--- src/rtl/trim_bank_pkg.sv ---
package trim_bank_pkg;
   // Class of register an address selects
   typedef enum logic [1:0] {
      SLOT_NONE   = 2'd0,
      SLOT_DIRECT = 2'd1,
      SLOT_SET0   = 2'd2,
      SLOT_SET1   = 2'd3
   } slot_kind_e;
endpackage

--- src/rtl/trim_sync.sv ---
module trim_sync #(
   parameter int WIDTH  = 4,
   parameter int STAGES = 2
) (
   input  logic             clk,
   input  logic             rst,
   input  logic [WIDTH-1:0] d_i,
   output logic [WIDTH-1:0] q_o
);
   generate
      if (STAGES < 2) begin : g_bad
         $error("trim_sync: STAGES must be at least 2");
      end
   endgenerate

   logic [STAGES-1:0][WIDTH-1:0] chain;

   always_ff @(posedge clk or posedge rst) begin
      if (rst) chain <= '0;
      else     chain <= {chain[STAGES-2:0], d_i};
   end

   assign q_o = chain[STAGES-1];
endmodule

--- src/rtl/trim_shifter.sv ---
module trim_shifter #(
   parameter int FRAME_W = 16,
   parameter int CODE_W  = 8,
   parameter int ADDR_W  = 5
) (
   input  logic              clk,
   input  logic              rst,
   input  logic              sclk_i,
   input  logic              sdat_i,
   input  logic              load_i,
   output logic              commit_o,
   output logic [CODE_W-1:0] code_o,
   output logic [ADDR_W-1:0] addr_o
);
   localparam int CNT_W = $clog2(FRAME_W + 1);

   generate
      if (FRAME_W < CODE_W + ADDR_W) begin : g_bad
         $error("trim_shifter: frame too narrow for code and address");
      end
   endgenerate

   logic [FRAME_W-1:0] sreg;
   logic [CNT_W-1:0]   bit_cnt;
   logic               sclk_q, load_q;
   logic               sclk_rise, load_rise;

   assign sclk_rise = sclk_i & ~sclk_q;
   assign load_rise = load_i & ~load_q;

   always_ff @(posedge clk or posedge rst) begin
      if (rst) begin
         sclk_q   <= 1'b0;
         load_q   <= 1'b0;
         sreg     <= '0;
         bit_cnt  <= '0;
         commit_o <= 1'b0;
         code_o   <= '0;
         addr_o   <= '0;
      end else begin
         sclk_q   <= sclk_i;
         load_q   <= load_i;
         commit_o <= 1'b0;
         if (load_rise) begin
            commit_o <= (bit_cnt == CNT_W'(FRAME_W));
            code_o   <= sreg[FRAME_W-1 -: CODE_W];
            addr_o   <= sreg[ADDR_W-1:0];
            sreg     <= '0;
            bit_cnt  <= '0;
         end else if (sclk_rise) begin
            sreg <= {sdat_i, sreg[FRAME_W-1:1]};
            if (bit_cnt != CNT_W'(FRAME_W)) bit_cnt <= bit_cnt + 1'b1;
         end
      end
   end

   // the saturating bit count never passes the frame length
   assert_cnt_bound_R6: assert property (@(posedge clk) disable iff (rst)
      bit_cnt <= CNT_W'(FRAME_W));

   // a commit is never produced two cycles running
   assert_commit_once_R10: assert property (@(posedge clk) disable iff (rst)
      commit_o |=> !commit_o);
endmodule

--- src/rtl/trim_decode.sv ---
module trim_decode
   import trim_bank_pkg::*;
#(
   parameter int ADDR_W   = 5,
   parameter int N_DIRECT = 16,
   parameter int N_EXT    = 4
) (
   input  logic [ADDR_W-1:0] addr_i,
   output logic              hit_o,
   output logic [ADDR_W-1:0] idx_o,
   output slot_kind_e        kind_o
);
   localparam int N_REG = N_DIRECT + 2 * N_EXT;

   generate
      if (N_REG >= (1 << ADDR_W)) begin : g_bad
         $error("trim_decode: address field cannot reach all registers");
      end
   endgenerate

   always_comb begin
      if (addr_i == '0)                                kind_o = SLOT_NONE;
      else if (addr_i <= ADDR_W'(N_DIRECT))            kind_o = SLOT_DIRECT;
      else if (addr_i <= ADDR_W'(N_DIRECT + N_EXT))    kind_o = SLOT_SET0;
      else if (addr_i <= ADDR_W'(N_REG))               kind_o = SLOT_SET1;
      else                                             kind_o = SLOT_NONE;
   end

   assign hit_o = (kind_o != SLOT_NONE);
   assign idx_o = addr_i - 1'b1;
endmodule

--- src/rtl/trim_regbank.sv ---
module trim_regbank #(
   parameter int CODE_W   = 8,
   parameter int IDX_W    = 5,
   parameter int N_DIRECT = 16,
   parameter int N_EXT    = 4,
   localparam int N_REG   = N_DIRECT + 2 * N_EXT,
   localparam int N_OUT   = N_DIRECT + N_EXT
) (
   input  logic                         clk,
   input  logic                         rst,
   input  logic                         we_i,
   input  logic [IDX_W-1:0]             idx_i,
   input  logic [CODE_W-1:0]            code_i,
   input  logic                         sel_i,
   output logic [N_OUT-1:0][CODE_W-1:0] out_o
);
   logic [N_REG-1:0][CODE_W-1:0] regs;

   generate
      for (genvar r = 0; r < N_REG; r++) begin : g_reg
         always_ff @(posedge clk or posedge rst) begin
            if (rst)                               regs[r] <= '0;
            else if (we_i && idx_i == IDX_W'(r))   regs[r] <= code_i;
         end
      end
      for (genvar o = 0; o < N_DIRECT; o++) begin : g_direct
         assign out_o[o] = regs[o];
      end
      for (genvar e = 0; e < N_EXT; e++) begin : g_ext
         assign out_o[N_DIRECT+e] = sel_i ? regs[N_DIRECT+N_EXT+e] : regs[N_DIRECT+e];
      end
   endgenerate

   // a write never targets an index outside the bank
   assert_we_in_range_R5: assert property (@(posedge clk) disable iff (rst)
      we_i |-> (idx_i < IDX_W'(N_REG)));
endmodule

--- src/rtl/trim_bank_top.sv ---
module trim_bank_top
   import trim_bank_pkg::*;
#(
   parameter int CODE_W      = 8,
   parameter int ADDR_W      = 5,
   parameter int FRAME_W     = 16,
   parameter int N_DIRECT    = 16,
   parameter int N_EXT       = 4,
   parameter int SYNC_STAGES = 2,
   localparam int N_OUT      = N_DIRECT + N_EXT
) (
   input  logic                         clk,
   input  logic                         rst,
   input  logic                         ser_clk_i,
   input  logic                         ser_dat_i,
   input  logic                         ser_load_i,
   input  logic                         ext_sel_i,
   output logic [N_OUT-1:0][CODE_W-1:0] code_o,
   output logic                         wr_stb_o,
   output logic [ADDR_W-1:0]            wr_idx_o
);
   logic [3:0]        pins_s;
   logic              commit;
   logic [CODE_W-1:0] f_code;
   logic [ADDR_W-1:0] f_addr, d_idx;
   logic              d_hit, we;
   slot_kind_e        d_kind;

   trim_sync #(.WIDTH(4), .STAGES(SYNC_STAGES)) u_sync (
      .clk (clk), .rst (rst),
      .d_i ({ext_sel_i, ser_load_i, ser_dat_i, ser_clk_i}),
      .q_o (pins_s)
   );

   trim_shifter #(.FRAME_W(FRAME_W), .CODE_W(CODE_W), .ADDR_W(ADDR_W)) u_shift (
      .clk (clk), .rst (rst),
      .sclk_i (pins_s[0]), .sdat_i (pins_s[1]), .load_i (pins_s[2]),
      .commit_o (commit), .code_o (f_code), .addr_o (f_addr)
   );

   trim_decode #(.ADDR_W(ADDR_W), .N_DIRECT(N_DIRECT), .N_EXT(N_EXT)) u_dec (
      .addr_i (f_addr), .hit_o (d_hit), .idx_o (d_idx), .kind_o (d_kind)
   );

   assign we = commit & d_hit;

   trim_regbank #(.CODE_W(CODE_W), .IDX_W(ADDR_W), .N_DIRECT(N_DIRECT), .N_EXT(N_EXT)) u_bank (
      .clk (clk), .rst (rst), .we_i (we), .idx_i (d_idx), .code_i (f_code),
      .sel_i (pins_s[3]), .out_o (code_o)
   );

   always_ff @(posedge clk or posedge rst) begin
      if (rst) begin
         wr_stb_o <= 1'b0;
         wr_idx_o <= '0;
      end else begin
         wr_stb_o <= we;
         wr_idx_o <= d_idx;
      end
   end

   // the strobe lasts exactly one cycle
   assert_stb_single_R9: assert property (@(posedge clk) disable iff (rst)
      wr_stb_o |=> !wr_stb_o);

   // outputs move only with a write or a select change
   assert_hold_R7: assert property (@(posedge clk) disable iff (rst)
      (!wr_stb_o && $stable(pins_s[3])) |-> $stable(code_o));

   // a reported write names a real register
   assert_idx_range_R5: assert property (@(posedge clk) disable iff (rst)
      wr_stb_o |-> (wr_idx_o < ADDR_W'(N_DIRECT + 2 * N_EXT)));

   // a write raised for an extension slot is flagged by the decoder
   assert_ext_kind_R4: assert property (@(posedge clk) disable iff (rst)
      (we && d_idx >= ADDR_W'(N_DIRECT)) |-> (d_kind == SLOT_SET0 || d_kind == SLOT_SET1));
endmodule

--- config.mk ---
export PLATFORM = sky130hd
export DESIGN_NAME = trim_bank_top
export DESIGN_NICKNAME = d
export VERILOG_FILES = /design/src/rtl/trim_bank_pkg.sv /design/src/rtl/trim_sync.sv /design/src/rtl/trim_shifter.sv /design/src/rtl/trim_decode.sv /design/src/rtl/trim_regbank.sv /design/src/rtl/trim_bank_top.sv
export SDC_FILE = /design/constraint.sdc
export NUM_CORES = 1
export LEC_CHECK = 0
export BUFFER_PORTS_ARGS = -buffer_cell sky130_fd_sc_hd__buf_2
export CAP_MARGIN = 20
export CORE_MARGIN = 2
export CORE_UTILIZATION = 52
export CTS_CLUSTER_SIZE = 24
export DETAILED_ROUTE_END_ITERATION = 10
export GPL_TIMING_DRIVEN = 1
export PLACE_DENSITY = 0.74
export SLEW_MARGIN = 20
export SYNTH_ARGS = -nofsm -noshare
export SYNTH_HDL_FRONTEND = slang
export SYNTH_SLANG_ARGS = --single-unit
--- constraint.sdc ---
create_clock -name clk -period 21.5 [get_ports clk]
set_input_delay 3.225 -clock clk [delete_from_list [all_inputs] [get_ports clk]]
set_output_delay 3.225 -clock clk [all_outputs]
set_load 0.1 [all_outputs]
* After elaboration in Yosys (flattened, before gate mapping)
Cells that the tools add are included.
** Word-level totals
- Input bits :: 6
- Flip-flop bits (word level) :: 243
** Cells by class
- Reduce and logical (&&, ||, !) cells :: 30
- $lt $le $gt $ge :: 3
- Eq/ne operators :: 25
- Mux-type cells :: 14
- Add/subtract/negate cells :: 2
- Bitwise gates (word level) :: 5
** Operator list (number)
- == test 5 bit (second input constant) :: 9
- == test 5 x 4 -> 1 bit (second input constant) :: 8
- two-way mux 16 bit :: 2
- two-way mux 8 bit :: 4
- logical AND 1 bit :: 24
- == test 5 x 3 -> 1 bit (second input constant) :: 4
- less-or-equal comparator 5 bit (second input constant) :: 3
- two-way mux 5 bit :: 3
- == test 5 x 2 -> 1 bit (second input constant) :: 2
- zero test 5 bit :: 2
- two-way mux 2 bit :: 4
- nonzero test 2 bit :: 3
- adder 5 x 1 -> 5 bit (second input constant) :: 1
- == test 5 x 1 -> 1 bit (second input constant) :: 1
- != test 5 bit (second input constant) :: 1
- subtractor 5 x 1 -> 5 bit (second input constant) :: 1
- bitwise AND 1 bit :: 3
- inverter 1 bit :: 2
- AND reduction 2 bit :: 1
- two-way mux 1 bit :: 1

* Longest topological paths before layout
- Depth after elaboration :: 8
- Gate-level depth with buffers :: 9
- Depth with buffers taken out :: 6

* Modules after synthesis
Synthesis repeated with hierarchy kept, for this count alone.
** Unflattened totals
- Cells, all modules :: 814
- Area, all modules :: 10770.3 um2
** Modules (own cells, without submodules)
- trim_regbank :: instances 1, cells each 611, area each 8703.3 um2
- trim_shifter :: instances 1, cells each 162, area each 1535.2 um2
- trim_sync :: instances 1, cells each 13, area each 234.0 um2
- trim_bank_top :: instances 1, cells each 8, area each 160.2 um2
- trim_decode :: instances 1, cells each 20, area each 137.6 um2

* Worst setup path after synthesis
Ideal clock, no wire load.
- Kind :: reg2out
- Start :: reg u_sync.chain (netlist bit u_sync.q_o[3])
- End :: out code_o[128] (netlist name)
- Buffers on the path :: 2
- Path slack :: 16.859 ns
- Required time :: 18.275 ns
- Arrival time :: 1.416 ns
- Stages on the path, launching flop included :: 4
- Path through :: dfrtp_1 -> clkbuf_1 -> buf_1 -> mux2_2
** RTL lines
- start: declaration :: line trim_sync.sv:16 : logic [STAGES-1:0][WIDTH-1:0] chain;
- start signal: assignment :: line trim_sync.sv:20 : else chain <= {chain[STAGES-2:0], d_i};
- end: declaration :: line trim_bank_top.sv:18 : output logic [N_OUT-1:0][CODE_W-1:0] code_o,

==> flow_summary_export.csv <==
group,metric,value,unit
run_status,outcome,"complete, no violations",
detailed_routing,ant_nets,0,
logic_synthesis,synth.most_common_cell,"dfrtp_1",
logic_synthesis,synthTopCellsByCount,"dfrtp_1 (243), mux2_2 (235), buf_4 (129)",
detailed_routing,dr.first_iter.drc_count,223,
critical_path,r2r_end,"u_bank.out_o[94]",
critical_path,ff2ff_setup_slack,18.06,ns
flow_run,max-cap-violations,0,
floorplanning,top_level_ports,172,
layout,fillerInstances,1672,
place,dp_hpwl,14100,µm
timing,worst_slew_pin_slew,1.12,ns
logic_synthesis,ys_seq_area_share,55.8,%
timing,hold_viol_final,0,
place,place_congestion,0.746,
critical_path,critPathRequiredTime,18.27,ns
critical_path,crit_path_max_incr_delay,0.54,ns
critical_path,end_kind,"output pin",
layout,multiInputGateArea,0.00369,mm²
critical_path,cp_max_fo,25,
logic_synthesis,synth_top_area_share,55.8,%
timing,fin_tns_setup,0,ns
timing,fin_skew,0.0105,ns
critical_path,path_cells,"buf_4 > mux2_2 > buf_2",
layout,antenna_cells,0,
clocking,cts.path.max_buffers,3,
clocking,post_cts_resized,0,
logic_synthesis,yosys_register_bits,243,
global_routing,grt_max_degree,86,
clocking,cts_buffers,26,
power,power.density,77.3,mW/mm²
critical_path,path_class,"reg2out",
global_routing,grt_antenna_before_repair,0,
floorplanning,row_count,52,
layout,final_nets,847,
layout,area.growth.synth_to_final,9.74,%
detailed_routing,drt_pass1_iterations,4,
min_path,min_path_cells,0,
floorplanning,die_area,0.0221,mm²
critical_path,rr_worst_depth,6,
logic_synthesis,synthTopCellsByArea,"dfrtp_1 (56%), mux2_2 (24%), buf_4 (8.9%)",
detailed_routing,vias,5941,
min_path,holdPathEnd,"u_sync.q_o[0]",
logic_synthesis,synth_edf_count,0,
detailed_routing,drc_errors,0,
detailed_routing,drt-wirelength-per-cell,19.4,µm
power,total_power,925,µW
critical_path,startpoint_type,"register",
logic_synthesis,synth.distinct_cells,39,
floorplanning,initial_core_util,53.4,%
min_path,hold_path_class,"reg2reg",
global_routing,grt-ovfl-total,0,
timing,rsz0062_at_grt,"no",
logic_synthesis,synth.cell_area,0.0109,mm²
logic_synthesis,ys_warn_count,0,
floorplanning,core_area,0.0204,mm²
clocking,cts.sink_count,243,
detailed_routing,drt-total-wl,21800,µm
layout,register_area,0.00608,mm²
logic_synthesis,yosysTopAreaCell,"dfrtp_1",
clocking,tritoncts,"done",
floorplanning,fp.dieH,149,µm
clocking,root_buffer,"clkbuf_16",
logic_synthesis,syn_area_per_cell,13.7,µm²
timing,fmax,187,MHz
floorplanning,dieWidth,149,µm
global_routing,grt_pass1_vias,6073,
clocking,hold_buffers,0,
layout,drive_above_1_share,57.6,%
timing,slew_headroom,25.5,%
clocking,postCtsSetupBuffers,0,
logic_synthesis,syn_inst,796,
global_routing,grt_use_total,19.9,%
critical_path,r2r-start,"u_shift.addr_o[0]",
timing,setup_viol,0,
clocking,path_clk_slew,0.06,ns
place,io_buffers,171,
global_routing,grt_pass1_wl,34000,µm
critical_path,cpMaxStageDelayCell,"dfrtp_1",
timing,post-route-period-util,24.8,%
clocking,cts.htree.levels,1,
critical_path,worstPathArrival,2.11,ns
timing,timing.hold.ws,0.348,ns
clocking,clk_latency,0.51,ns
timing,slew_violations,0,
detailed_routing,vias_per_cell,5.29,
min_path,min-delay-start,"u_sync.chain[0]",
logic_synthesis,yosys_most_used_dff,"dfrtp_1",
timing,finalCriticalPeriod,5.34,ns
power,ir_drop,0.0000552,V
logic_synthesis,postSynth.asyncResetShare,100,%
power,p_leak,6.56,nW
logic_synthesis,synth_nets,809,
layout make-up:
class                   count  share of cell area (%)
inverters                   6                   0.251
well taps                 270                    2.82
repair buffers            181                    8.11
clock buffers              37                    6.46
multi-input cells         376                    30.8
flip-flops and latches    243                    50.8
clock inverters            11                   0.732
cells in the final DEF, fill, tap and decap left out, types with 3 or more instances in the layout:
cell       synthesis  final
a21oi_1           21     21
and2_1             4      4
buf_2              6    171
buf_4            129      8
clkbuf_1          27      4
clkbuf_16          0     27
clkbuf_8           0      6
clkinv_2           0      8
dfrtp_1          243    241
ha_1               7      7
inv_1              6      5
mux2_2           235    235
nand2_1           41     41
nor2_1             6      6
o211ai_2          12     12
o21ai_0            4      4
o221ai_2           6      6
or3_1              3      3
xor2_1             4      4
sequential cells by signal (all words and copies together), names as in the netlist:
register          cells
u_bank.regs          64
u_sync.chain          4
u_shift.load_q        1
wr_idx_o              5
u_shift.sclk_q        1
u_shift.bit_cnt       5
u_shift.addr_o        5
u_shift.sreg         16
wr_stb_o              1
u_shift.code_o        8
u_sync.q_o            4
u_bank.out_o        128
u_shift.commit_o      1
metrics by stage:
| step | util (%) | instances | area (µm²) | worst slack [ns] |
|---|---|---|---|---|
| 3_5_place_dp | 54.1 | 1074 | 11100 | 16.63 |
| 5_1_grt | 58.6 | 1124 | 12000 | 16.07 |
| 3_3_place_gp | 54.1 | 1074 | 11100 | 16.65 |
| 2_1_floorplan | - | 796 | 10900 | 11.60 |
| 6_report | 58.6 | 1124 | 12000 | 16.16 |
| 4_1_cts | 58.3 | 1122 | 11900 | 16.13 |
kinds of logic after synthesis:
kind of cell | count (synthesis) | share of synthesized area (%)
muxes | 235 | 24.3
buffers and inverters | 177 | 10.6
AOI/OAI and AO/OA | 53 | 4.74
DFF | 243 | 55.8
xor gates and xnor gates | 6 | 0.482
adders and majority gates | 7 | 0.803
and+or+nand+nor | 75 | 3.35
report_power, final:
group          internal [mW]  switching [mW]
Combinational        0.00587          0.0145
Clock                  0.262           0.175
Sequential             0.460         0.00716
critical path, delay by kind of cell, from the launching register on:
| kind | cells | cell delay, ns |
|---|---|---|
| DFF | 1 | 0.54 |
| muxes | 1 | 0.38 |
| buffers and inverters | 2 | 0.68 |
worst max path at each step:
stage,from,end,slack (ns),cells after the start
after floorplan,rst,u_bank.out_o[0],11.60,1
after global placement,rst,u_bank.out_o[116],16.65,3
after detailed placement,rst,u_bank.out_o[105],16.63,3
after CTS,u_sync.q_o[3],code_o[149],16.13,3
after global routing,u_sync.q_o[3],code_o[143],16.07,3
final,u_sync.q_o[3],code_o[149],16.16,3
layer usage:
metal	wire length (µm)	share of wire [%]	global-route usage, %	vias to the layer above
met1	9480	43	26.6	3070
met4	339	1.6	4.10	0
li1	-	-	-	2704
met3	1070	4.9	3.67	31
met5	0	0	0	-
met2	10900	50	34.2	136
Note: power is estimated with default switching activity, not from simulation.
